### src/rtl/escdet_pkg.sv
package escdet_pkg;
  localparam int CMD_IRQ_BIT = 18;

  typedef enum logic {ST_WAIT, ST_COLL} escState_t;

  // control -> datapath
  typedef struct packed {
    logic cntStart;
    logic cntInc;
    logic cntClr;
    logic fire;
  } escStrobe_t;

  // datapath -> control
  typedef struct packed {
    logic isMatch;
    logic gePre;
    logic geGap;
    logic gePost;
    logic cntMet;
  } escStatus_t;
endpackage

### src/rtl/escdet_dp.sv
module escdet_dp
  import escdet_pkg::*;
#(
  parameter int DW = 8,
  parameter int TW = 8,
  parameter int CW = 4,
  parameter int IW = 20
) (
  input  logic          clk,
  input  logic          rstN,
  input  logic          rxValid,
  input  logic [DW-1:0] rxData,
  input  logic          bitTick,
  input  logic [DW-1:0] cfgChar,
  input  logic [CW-1:0] cfgCount,
  input  logic [TW-1:0] cfgGap,
  input  logic [TW-1:0] cfgPre,
  input  logic [TW-1:0] cfgPost,
  input  escStrobe_t    stb,
  output escStatus_t    sts,
  output logic [TW-1:0] idleCnt,
  output logic [IW-1:0] irqVec
);
  localparam logic [TW-1:0] IDLE_MAX = {TW{1'b1}};
  localparam logic [CW-1:0] CNT_MAX  = {CW{1'b1}};

  logic [CW-1:0] matchCnt;
  logic          pulse;

  // silence counter, in bit periods, saturating
  always_ff @(posedge clk or negedge rstN) begin
    if (!rstN)                              idleCnt <= '0;
    else if (rxValid)                       idleCnt <= '0;
    else if (bitTick && idleCnt != IDLE_MAX) idleCnt <= idleCnt + 1'b1;
  end

  always_ff @(posedge clk or negedge rstN) begin
    if (!rstN)             matchCnt <= '0;
    else if (stb.cntClr)   matchCnt <= '0;
    else if (stb.cntStart) matchCnt <= {{(CW-1){1'b0}}, 1'b1};
    else if (stb.cntInc && matchCnt != CNT_MAX) matchCnt <= matchCnt + 1'b1;
  end

  always_ff @(posedge clk or negedge rstN) begin
    if (!rstN) pulse <= 1'b0;
    else       pulse <= stb.fire;
  end

  always_comb begin
    sts.isMatch = (rxData == cfgChar);
    sts.gePre   = (idleCnt >= cfgPre);
    sts.geGap   = (idleCnt >= cfgGap);
    sts.gePost  = (idleCnt >= cfgPost);
    sts.cntMet  = (matchCnt >= cfgCount);
  end

  for (genvar i = 0; i < IW; i++) begin : g_irq
    if (i == CMD_IRQ_BIT) begin : g_cmd
      assign irqVec[i] = pulse;
    end else begin : g_zero
      assign irqVec[i] = 1'b0;
    end
  end
endmodule

### src/rtl/escdet_ctrl.sv
module escdet_ctrl
  import escdet_pkg::*;
(
  input  logic       clk,
  input  logic       rstN,
  input  logic       rxValid,
  input  escStatus_t sts,
  output escStrobe_t stb
);
  escState_t state, nxt;

  always_ff @(posedge clk or negedge rstN) begin
    if (!rstN) state <= ST_WAIT;
    else       state <= nxt;
  end

  always_comb begin
    stb = '0;
    nxt = state;
    unique case (state)
      ST_WAIT: begin
        if (rxValid && sts.isMatch && sts.gePre) begin
          stb.cntStart = 1'b1;
          nxt          = ST_COLL;
        end
      end
      ST_COLL: begin
        if (rxValid) begin
          if (sts.isMatch && (sts.cntMet || !sts.geGap)) begin
            stb.cntInc = 1'b1;          // extends sequence (also in post window)
          end else if (sts.isMatch && sts.gePre) begin
            stb.cntStart = 1'b1;        // late byte reopens a sequence
          end else begin
            stb.cntClr = 1'b1;
            nxt        = ST_WAIT;
          end
        end else if (sts.cntMet && sts.gePost) begin
          stb.fire   = 1'b1;
          stb.cntClr = 1'b1;
          nxt        = ST_WAIT;
        end else if (!sts.cntMet && sts.geGap) begin
          stb.cntClr = 1'b1;
          nxt        = ST_WAIT;
        end
      end
      default: nxt = ST_WAIT;
    endcase
  end
endmodule

### src/rtl/escdet_top.sv
module escdet_top
  import escdet_pkg::*;
#(
  parameter int DW = 8,
  parameter int TW = 8,
  parameter int CW = 4,
  parameter int IW = 20
) (
  input  logic          clk,
  input  logic          rstN,
  input  logic          rxValid,
  input  logic [DW-1:0] rxData,
  input  logic          bitTick,
  input  logic [DW-1:0] cfgChar,
  input  logic [CW-1:0] cfgCount,
  input  logic [TW-1:0] cfgGap,
  input  logic [TW-1:0] cfgPre,
  input  logic [TW-1:0] cfgPost,
  output logic [IW-1:0] irqVec
);
  escStrobe_t    stb;
  escStatus_t    sts;
  logic [TW-1:0] idleCnt;

  escdet_ctrl u_ctrl (
    .clk(clk), .rstN(rstN), .rxValid(rxValid), .sts(sts), .stb(stb)
  );

  escdet_dp #(.DW(DW), .TW(TW), .CW(CW), .IW(IW)) u_dp (
    .clk(clk), .rstN(rstN), .rxValid(rxValid), .rxData(rxData),
    .bitTick(bitTick), .cfgChar(cfgChar), .cfgCount(cfgCount),
    .cfgGap(cfgGap), .cfgPre(cfgPre), .cfgPost(cfgPost),
    .stb(stb), .sts(sts), .idleCnt(idleCnt), .irqVec(irqVec)
  );
endmodule

### config.mk
export PLATFORM = sky130hd
export DESIGN_NAME = escdet_top
export DESIGN_NICKNAME = d
export VERILOG_FILES = /design/src/rtl/escdet_pkg.sv /design/src/rtl/escdet_dp.sv /design/src/rtl/escdet_ctrl.sv /design/src/rtl/escdet_top.sv
export SDC_FILE = /design/constraint.sdc
export NUM_CORES = 1
export LEC_CHECK = 0
export ABC_CLOCK_PERIOD_IN_PS = 2000
export BUFFER_PORTS_ARGS = -buffer_cell sky130_fd_sc_hd__buf_2
export CAP_MARGIN = 25
export CELL_PAD_IN_SITES_DETAIL_PLACEMENT = 0
export CELL_PAD_IN_SITES_GLOBAL_PLACEMENT = 1
export CORE_MARGIN = 1
export CORE_UTILIZATION = 32
export CTS_BUF_LIST = sky130_fd_sc_hd__clkbuf_8
export DETAILED_ROUTE_END_ITERATION = 10
export GPL_TIMING_DRIVEN = 0
export PLACE_DENSITY_LB_ADDON = 0.1
export SLEW_MARGIN = 20
export SYNTH_ARGS = -nofsm -noshare
export SYNTH_HDL_FRONTEND = slang
export SYNTH_HIERARCHICAL = 1
export SYNTH_SLANG_ARGS = --single-unit
### constraint.sdc
create_clock -name clk -period 2 [get_ports clk]
set_input_delay 0.3 -clock clk [delete_from_list [all_inputs] [get_ports clk]]
set_output_delay 0.3 -clock clk [all_outputs]
set_load 0.005 [all_outputs]
==> impl_metrics.csv, run 1 <==
group,metric,value,unit
power,cellPowerDensity,328,mW/mm^2
cells_and_area,drive_gt1_share,42.6,%
yosys,yosys_warnings,6,
yosys,ys_ff_latch,14,
clock_tree,clk_latency,0.24,ns
grt,grt_pass1_wl,5690,microns
setup_path,rrSetupSlack,-0.13,ns
drt,vias,1515,
drt,dr.first_iter.drc_count,28,
hold_path,worstHoldStart,"rxValid",
power,power.leakage,0.00129,uW
cells_and_area,final_nets,362,
floorplan,coreArea,0.00482,sq mm
clock_tree,cts.htree.levels,1,
setup_path,crit_fanout,3,
cells_and_area,layout_common_cells,"buf_2 (48), buf_4 (32), inv_1 (29), ha_1 (29), conb_1 (19)",
setup_path,ff2ff_path_depth,11,
placed_design,gp_congestion,0.680,
setup_path,setup.worst_path.end_class,"flip-flop",
cells_and_area,mostFrequentLayoutCell,"buf_2",
cells_and_area,syn2layout_area_growth,43.2,%
grt,antenna_found_initial,0,
clock_tree,clkTransAtPathRegs,0.05,ns
yosys,synth-seq-area-share,21.4,%
hold_path,holdPathEnd,"u_dp/pulse",
drt,post-route-drc-count,0,
floorplan,initial_utilization,34.0,%
sta,holdWs,0.317,ns
sta,fin_crit,2.13,ns
outcome,status,"finished with violations",
cells_and_area,multi_input_area,0.00124,sq mm
hold_path,worstHoldPathType,"in -> reg",
grt,grt_max_degree,15,
clock_tree,cts_buffer_depth,2,
floorplan,fp.dieH,73.5,microns
sta,setup_violations,5,
power,vdd.ir_drop.worst,0.000136,V
sta,fin_ws,-0.132,ns
drt,drt_pass1_iterations,4,
drt,routedWlPerCell,10.5,microns
setup_path,worstPathArrival,2.30,ns
sta,fin_setup_tns,-0.497,ns
floorplan,io_pins,68,
clock_tree,root_buffer,"clkbuf_8",
sta,rsz0062_at_grt,"true",
clock_tree,cts_tree,"yes",
yosys,avgSynthCellArea,8.22,sq um
floorplan,num_rows,25,
sta,hold_violations,0,
floorplan,dieArea,0.00540,sq mm
run,drv_cap,0,
drt,avgViaCountPerCell,4.34,
sta,final-max-slew-violation-count,0,
drt,routed_wl,3660,microns
floorplan,die_w,73.5,microns
cells_and_area,n_antenna_cell,0,
cells_and_area,utilization,48.6,%
setup_path,crit_required,2.17,ns
yosys,synthCells,199,
outcome,violations,"setup timing",
placed_design,dp_worst_setup_slack,-0.276,ns
setup_path,cp-start-kind,"flip-flop",
yosys,syn_area,0.00164,sq mm
sta,fin_skew,0.00145,ns
cells_and_area,fillers,508,
setup_path,rr_startpoint,"u_dp/idleCnt[0]",
setup_path,r2r-end,"u_dp/matchCnt[3]",
drt,drtAntennaViolNets,0,
cells_and_area,ff_latch_area,354,sq um
grt,track_usage,13.4,%
sta,clock.fmax,469,MHz
grt,grt-ovfl-total,0,
clock_tree,cts_sinks,14,
placed_design,portBuffers,48,
sta,min_period_over_period,107,%
clock_tree,numCtsBuffers,3,
hold_path,min_path_cells,2,
setup_path,crit_type,"reg -> reg",
placed_design,post-dp-hpwl,2860,microns
grt,grt_pass1_vias,1348,
yosys,synth_cell_types,34,
-- Yosys cell counts --
master | n | area (sq um)
o221ai_2 | 1 | 15.0
a311oi_1 | 1 | 8.76
nand3_2 | 1 | 10.0
buf_1 | 1 | 3.75
nor2_1 | 18 | 67.6
dfrtp_1 | 14 | 350
a31oi_1 | 1 | 6.26
nand2b_1 | 5 | 31.3
and2_1 | 1 | 6.26
a21oi_1 | 8 | 40.0
ha_1 | 30 | 375
mux2i_1 | 3 | 30.0
nand3_1 | 5 | 25.0
and4_2 | 1 | 10.0
and3_1 | 2 | 12.5
nor3_1 | 6 | 30.0
a21boi_0 | 1 | 7.51
o21ai_1 | 4 | 20.0
o21ai_0 | 5 | 25.0
xor2_1 | 3 | 26.3
nand4_2 | 1 | 12.5
nand2_1 | 8 | 30.0
conb_1 | 1 | 3.75
nand4_1 | 3 | 18.8
o211ai_1 | 2 | 15.0
o21ai_2 | 1 | 8.76
and4_1 | 1 | 8.76
inv_1 | 30 | 113
and4_4 | 1 | 11.3
a21o_1 | 3 | 22.5
buf_4 | 20 | 150
nor4b_1 | 1 | 8.76
a211oi_1 | 6 | 45.0
xnor2_1 | 10 | 87.6
-- routing by layer --
metal  share of wire, %  GRT usage, %  vias to the layer above
met3                4.1         0.549                        4
met2                 48          23.0                       44
li1                   -             -                      801
met4                1.3          5.98                        0
met1                 47          17.4                      666
met5                  0             0                        -
-- worst max path at each step --
stage	from	to	slack (ns)
after floorplan	u_dp/idleCnt[0]	u_dp/matchCnt[2]	-0.02
after global placement	u_dp/idleCnt[5]	u_dp/matchCnt[2]	-0.27
after CTS	u_dp/idleCnt[0]	u_dp/matchCnt[3]	-0.14
after global routing	u_dp/idleCnt[0]	u_dp/matchCnt[3]	-0.25
final	u_dp/idleCnt[0]	u_dp/matchCnt[3]	-0.13
after detailed placement	u_dp/idleCnt[0]	u_dp/matchCnt[2]	-0.28
-- registers in the layout, indices dropped and copies added (netlist names) --
register / cells
u_dp/matchCnt: 4
u_ctrl/state: 1
u_dp/pulse: 1
u_dp/idleCnt: 8
-- cell type report --
class | instances | share of cell area, %
multi-input cells | 152 | 52.8
repair buffers | 62 | 15.4
flip-flops and latches | 14 | 15.1
plain buffers | 21 | 6.57
inverters | 30 | 4.81
well taps | 67 | 3.58
clock buffers | 3 | 1.76
-- where the power goes --
group	total [uW]	internal (uW)	switching, uW
logic	247	140	107
registers	298	290	7.92
clock network	224	133	91.1
-- cell families after synthesis --
family	Yosys count	synth area share [%]
other	1	0.229
muxes	3	1.83
and+or+nand+nor	54	17.3
AOI/OAI and AO/OA	33	13.1
xor gates and xnor gates	13	6.96
DFF	14	21.4
buffers and inverters	51	16.3
adders and majority gates	30	22.9
-- worst max-delay path, cell delays in order, from the launching register on --
cell and delay, ns:
dfrtp_1 0.38, inv_2 0.10, ha_4 0.20, nand2b_4 0.13, a21o_1 0.15, a211oi_2 0.20, o21ai_2 0.12, nand2b_4 0.09
and4_4 0.26, nand3_2 0.09, xor2_2 0.17, nor3_2 0.16
-- per-stage QoR --
step	power [uW]	std cells	cell area, sq um
after floorplan	436	217	1710
after global placement	508	332	2030
after detailed placement	514	332	2030
after CTS	771	344	2210
after global routing	823	349	2340
final	769	349	2340
-- what timing repair did --
action / in CTS / in global routing
pin swaps: 10 / 7
gates resized for setup: 14 / 17
setup endpoints to repair: 5 / 6
hold buffers: 1 / 0
buffers inserted: 8 / 5
hold endpoints to repair: 14 / 0
Power figures use the tool's default switching activity.
==> run 2: changes to the inputs <==
--- a/config.mk
+++ b/config.mk
@@ -19,5 +19,4 @@
 export SLEW_MARGIN = 20
 export SYNTH_ARGS = -nofsm -noshare
 export SYNTH_HDL_FRONTEND = slang
-export SYNTH_HIERARCHICAL = 1
 export SYNTH_SLANG_ARGS = --single-unit
==> impl_metrics.csv, run 2 <==
group,metric,value,unit
power,clkPwrFrac,31.7,%
setup_path,critPathMaxStageDelay,0.46,ns
setup_path,worstPathArrival,2.28,ns
clock_tree,clkTransAtPathRegs,0.06,ns
floorplan,fp.dieH,74.2,microns
floorplan,initial_utilization,34.2,%
setup_path,crit_type,"reg -> reg",
cells_and_area,syn2layout_area_growth,43.2,%
grt,track_usage,14.1,%
yosys,synth_top_area_cell,"ha_1",
floorplan,num_rows,25,
sta,holdWs,0.468,ns
clock_tree,cts_buffer_depth,2,
grt,antenna_found_initial,0,
yosys,syn_area,0.00167,sq mm
power,power_switching,217,uW
sta,hold_violations,0,
yosys,synth-seq-area-share,21.0,%
grt,use_met1,20.3,%
yosys,async_reset_ff_share,100,%
setup_path,setup.worst_path.end_class,"flip-flop",
run,drv_cap,0,
cells_and_area,top_register,"u_dp.idleCnt",
sta,rsz0062_at_grt,"true",
outcome,status,"finished with violations",
grt,grt-ovfl-total,0,
drt,routed_wl,3690,microns
sta,setup_violations,5,
grt,busiest_layer,"met2",
cells_and_area,n_antenna_cell,0,
drt,post-route-drc-count,0,
grt,grtUsageMet2,21.9,%
drt,dr.first_iter.drc_count,44,
grt,grt_pass1_wl,6050,microns
drt,drt_pass1_iterations,4,
setup_path,crit_required,2.16,ns
cells_and_area,mostFrequentLayoutCell,"buf_2",
sta,clock.fmax,472,MHz
sta,fin_ws,-0.118,ns
drt,drtAntennaViolNets,0,
yosys,synth_top_area_share,22.5,%
cells_and_area,layout_common_cells,"buf_2 (48), buf_4 (36), ha_1 (27)",
setup_path,slowest_stage,"dfrtp_2",
yosys,ys_ff_latch,14,
clock_tree,clk_latency,0.25,ns
power,power.leakage,0.00132,uW
yosys,synth_area_leaders,"ha_1 (23%), dfrtp_1 (21%), buf_4 (9.0%)",
power,p_total,765,uW
yosys,netlist_top_cells_count,"ha_1 (30), inv_1 (26), buf_4 (20)",
outcome,violations,"setup timing",
sta,fin_skew,0.00474,ns
placed_design,portBuffers,48,
power,swShare,28.3,%
clock_tree,cts.htree.levels,1,
cells_and_area,largest_reg_flops,8,
floorplan,io_pins,68,
yosys,synthCells,196,
cells_and_area,largestRegisters,"u_dp.idleCnt (8), u_dp.matchCnt (4)",
setup_path,worstPathCellList,"ha_4, a211oi_2, o21ai_2, a211oi_4, o21ai_2, or3_4, a211oi_2",
floorplan,coreArea,0.00488,sq mm
power,combPwrFrac,30.2,%
yosys,synth_edf_count,0,
sta,min_period_over_period,106,%
sta,fin_setup_tns,-0.332,ns
sta,final-max-slew-violation-count,0,
clock_tree,cts_sinks,14,
setup_path,cp.buffers_inverters,0,
yosys,yosys_warnings,0,
power,vdd.ir_drop.worst,0.000175,V
placed_design,gp_congestion,0.748,
hold_path,worstHoldPathType,"in -> reg",
yosys,synthFlopType,"dfrtp_1",
power,seq_power_share,38.1,%
drt,routedWlPerCell,10.5,microns
setup_path,cp-start-kind,"flip-flop",
placed_design,post-dp-hpwl,2950,microns
grt,grt_max_degree,15,
clock_tree,cts_tree,"yes",
cells_and_area,drive_gt1_share,43.7,%
clock_tree,root_buffer,"clkbuf_8",
power,cellPowerDensity,321,mW/mm^2
yosys,avgSynthCellArea,8.50,sq um
cells_and_area,final_nets,363,
sta,relSlewSlack,61.0,%
yosys,synth_cell_types,43,
setup_path,crit_fanout,4,
sta,fin_crit,2.12,ns
yosys,synth.most_common_cell,"ha_1",
clock_tree,numCtsBuffers,3,
setup_path,crit_family,"compound AO/OA/AOI/OAI gates",
grt,grt.met3_usage,2.57,%
floorplan,die_w,74.2,microns
drt,vias,1536,
grt,grt_pass1_vias,1381,
floorplan,dieArea,0.00550,sq mm
drt,avgViaCountPerCell,4.38,
power,p_int,549,uW
sta,worst_slew_pin_slew,0.579,ns
-- run 2: what timing repair did --
| action | in CTS | in global routing |
|---|---|---|
| setup endpoints to repair | 5 | 5 |
| pin swaps | 8 | 14 |
| gates resized for setup | 19 | 13 |
| buffers inserted | 10 | 7 |
| hold endpoints to repair | 14 | 0 |
| hold buffers | 1 | 0 |
-- run 2: cell type report --
class                   count  area [sq um]
well taps                  67          83.8
plain buffers              21           159
multi-input cells         153          1260
clock buffers               3          41.3
clock inverters             1          3.75
fillers                   505          2490
inverters                  26          97.6
repair buffers             66           382
flip-flops and latches     14           357
-- run 2: cells by family after synthesis --
group,count (synthesis),share of synthesized area (%)
and+or+nand+nor,54,16.3
buffers and inverters,47,15.4
AOI/OAI and AO/OA,33,15.5
adders and majority gates,30,22.5
xor gates and xnor gates,15,7.88
DFF,14,21.0
muxes,2,1.20
other,1,0.225
-- run 2: power groups by stage --
stage / Sequential [uW] / Clock [uW] / Combinational (uW)
finish: 292 / 243 / 231
global route: 292 / 270 / 264
CTS: 292 / 251 / 219
detailed placement: 301 / 0 / 197
global placement: 300 / 0 / 197
floorplan: 298 / 0 / 125
-- run 2: worst paths after layout --
check / startpoint / end / slack [ns] / cells past startpoint
max in group asynchronous: rstN / u_dp.idleCnt[2] / 1.24 / 2
worst min register to register: u_dp.matchCnt[3] / u_dp.matchCnt[3] / 0.62 / 2
worst max-delay path: u_dp.idleCnt[2] / u_dp.matchCnt[3] / -0.12 / 7
min in group asynchronous: rstN / u_dp.idleCnt[7] / 0.48 / 2
worst min-delay path: bitTick / u_dp.idleCnt[1] / 0.47 / 4
worst max register to register: u_dp.idleCnt[2] / u_dp.matchCnt[3] / -0.12 / 7
-- run 2: worst reg2reg max path: stages (launching register included) --
cell	delay, ns
dfrtp_2	0.46
ha_4	0.24
a211oi_2	0.23
o21ai_2	0.13
a211oi_4	0.33
o21ai_2	0.13
or3_4	0.34
a211oi_2	0.18
-- run 2: metal layers --
| layer | share of wire [%] | up-vias |
|---|---|---|
| li1 | - | 816 |
| met1 | 53 | 664 |
| met2 | 40 | 53 |
| met3 | 6.1 | 3 |
| met4 | 0.62 | 0 |
| met5 | 0 | - |
-- run 2: metrics by stage --
stage	std cells	cell area [sq um]	util [%]	setup WS [ns]
floorplan	214	1750	-	0.0265
global placement	329	2080	42.5	-0.242
detailed placement	329	2080	42.5	-0.214
CTS	344	2270	46.5	-0.120
global route	351	2390	48.9	-0.211
finish	351	2390	48.9	-0.118
==> run 3: changes to the inputs <==
--- a/config.mk
+++ b/config.mk
@@ -10,6 +10,7 @@
 export CAP_MARGIN = 25
 export CELL_PAD_IN_SITES_DETAIL_PLACEMENT = 0
 export CELL_PAD_IN_SITES_GLOBAL_PLACEMENT = 1
+export CORE_ASPECT_RATIO = 2
 export CORE_MARGIN = 1
 export CORE_UTILIZATION = 32
 export CTS_BUF_LIST = sky130_fd_sc_hd__clkbuf_8
==> impl_metrics.csv, run 3 (synthesis results as in run 2) <==
group,metric,value,unit
setup_path,worstPathArrival,2.20,ns
setup_path,worstPathCellList,"ha_4, a211oi_2, o21ai_2, a211oi_4, o21ai_2, or3_4, a211oi_2",
sta,final-max-slew-violation-count,0,
setup_path,crit_family,"compound AO/OA/AOI/OAI gates",
sta,setup_violations,5,
clock_tree,cts_sinks,14,
sta,holdWs,0.475,ns
setup_path,crit_type,"reg -> reg",
drt,vias,1510,
sta,min_period_over_period,102,%
cells_and_area,largestRegisters,"u_dp.idleCnt (8), u_dp.matchCnt (4)",
outcome,status,"finished with violations",
sta,hold_violations,0,
outcome,violations,"setup timing",
clock_tree,cts.htree.levels,1,
setup_path,setup.worst_path.end_class,"flip-flop",
placed_design,dp_worst_setup_slack,-0.349,ns
power,p_total,793,uW
clock_tree,clk_latency,0.24,ns
setup_path,cp.buffers_inverters,0,
sta,clock.fmax,492,MHz
sta,fin_setup_tns,-0.103,ns
setup_path,ff2ff_path_depth,7,
setup_path,critPathMaxStageDelay,0.46,ns
grt,grt-ovfl-total,0,
clock_tree,cts_buffer_depth,2,
grt,grt_pass1_wl,6500,microns
drt,drt_pass1_iterations,4,
floorplan,io_pins,68,
sta,fin_ws,-0.0336,ns
power,vdd.ir_drop.worst,0.000339,V
floorplan,fp.dieH,104,microns
drt,dr.first_iter.drc_count,12,
cells_and_area,mostFrequentLayoutCell,"buf_2",
drt,routed_wl,4030,microns
setup_path,rr_startpoint,"u_dp.idleCnt[2]",
drt,drtAntennaViolNets,0,
setup_path,crit_fanout,5,
setup_path,slowest_stage,"dfrtp_2",
grt,track_usage,15.6,%
floorplan,initial_utilization,33.6,%
drt,avgViaCountPerCell,4.49,
cells_and_area,fillers,515,
floorplan,die_w,53.0,microns
cells_and_area,final_nets,358,
placed_design,dp.cells,319,
sta,fin_skew,0.00197,ns
setup_path,crit_required,2.16,ns
cells_and_area,layout_common_cells,"buf_2 (48), buf_4 (31), inv_1 (24), ha_1 (24), conb_1 (19)",
setup_path,cp-start-kind,"flip-flop",
placed_design,gp_congestion,0.723,
floorplan,dieArea,0.00552,sq mm
clock_tree,numCtsBuffers,3,
cells_and_area,stdcell_count,336,
power,cellPowerDensity,337,mW/mm^2
floorplan,coreArea,0.00495,sq mm
clock_tree,root_buffer,"clkbuf_8",
cells_and_area,drive_gt1_share,43.4,%
run,drv_cap,0,
placed_design,post-dp-hpwl,3320,microns
clock_tree,cts_tree,"yes",
power,power.leakage,0.00127,uW
cells_and_area,top_register,"u_dp.idleCnt",
floorplan,num_rows,36,
placed_design,portBuffers,48,
clock_tree,clkTransAtPathRegs,0.06,ns
sta,fin_crit,2.03,ns
grt,grt_pass1_vias,1546,
grt,grt_max_degree,15,
drt,post-route-drc-count,0,
sta,rsz0062_at_grt,"true",
hold_path,worstHoldPathType,"in -> async",
grt,antenna_found_initial,0,
cells_and_area,largest_reg_flops,8,
cells_and_area,syn2layout_area_growth,41.1,%
cells_and_area,n_antenna_cell,0,
setup_path,r2r-end,"u_dp.matchCnt[3]",
setup_path,rrSetupSlack,-0.03,ns
drt,routedWlPerCell,12.0,microns
## run 3: cell types whose count changed in the layout (fill, tap and decap cells not counted), moves of 2 or more
| cell | delta |
|---|---|
| ha_1 | -3 |
| buf_4 | -5 |
| o21ai_1 | +2 |
| ha_2 | +2 |
| inv_1 | -2 |
## run 3: repair_timing
action,in CTS,in global routing
hold buffers,1,0
endpoints found under the setup margin,6,5
hold endpoints to repair,14,0
buffers inserted,9,3
pin swaps,10,8
resized for setup,18,17
## run 3: worst max-delay path by stage
stage | startpoint | endpoint | slack (ns) | cells past startpoint
finish | u_dp.idleCnt[2] | u_dp.matchCnt[3] | -0.03 | 7
global route | u_dp.idleCnt[2] | u_dp.matchCnt[3] | -0.11 | 7
CTS | u_dp.idleCnt[2] | u_dp.matchCnt[3] | -0.07 | 8
detailed placement | u_dp.idleCnt[3] | u_dp.matchCnt[1] | -0.35 | 7
global placement | u_dp.idleCnt[3] | u_dp.matchCnt[0] | -0.32 | 7
floorplan | u_dp.idleCnt[2] | u_dp.matchCnt[3] | 0.03 | 7
## run 3: layer usage
metal  GRT usage, %  part of all wire [%]  vias to the layer above  routed length (microns)
li1               -                     -                      803                        -
met3           1.32                   3.6                        6                      144
met4           6.95                   3.6                        0                      147
met5              0                     0                        -                        0
met1           15.4                    36                      668                     1460
met2           29.9                    56                       33                     2270
## run 3: final cells by class
type	instances	area, sq um	area share (%)
plain buffers	21	159	6.76
clock buffers	4	55.1	2.34
inverters	26	97.6	4.15
multi-input cells	153	1270	53.9
flip-flops and latches	14	357	15.2
well taps	57	71.3	3.03
repair buffers	61	344	14.6
## run 3: where the power goes
group          switching (uW)  total (uW)  internal (uW)  leakage, uW
logic                     106         227            122      0.00106
clock network            97.8         272            174    0.0000288
registers                5.73         294            288     0.000181
total                     209         793            584      0.00127
## run 3: worst reg2reg max path, delay by kind of cell, from the launching register on
family	cells	cell delay, ns
adder cells (fa/ha/maj)	1	0.24
AO/OA/AOI/OAI	5	0.87
AND/OR/NAND/NOR	1	0.38
flip-flops	1	0.46
## run 3: stage by stage
stage               utilization (%)  area (sq um)
global route                   47.5          2350
CTS                            45.4          2250
finish                         47.5          2350
detailed placement             41.6          2060
global placement               41.6          2060
floorplan                         -          1750
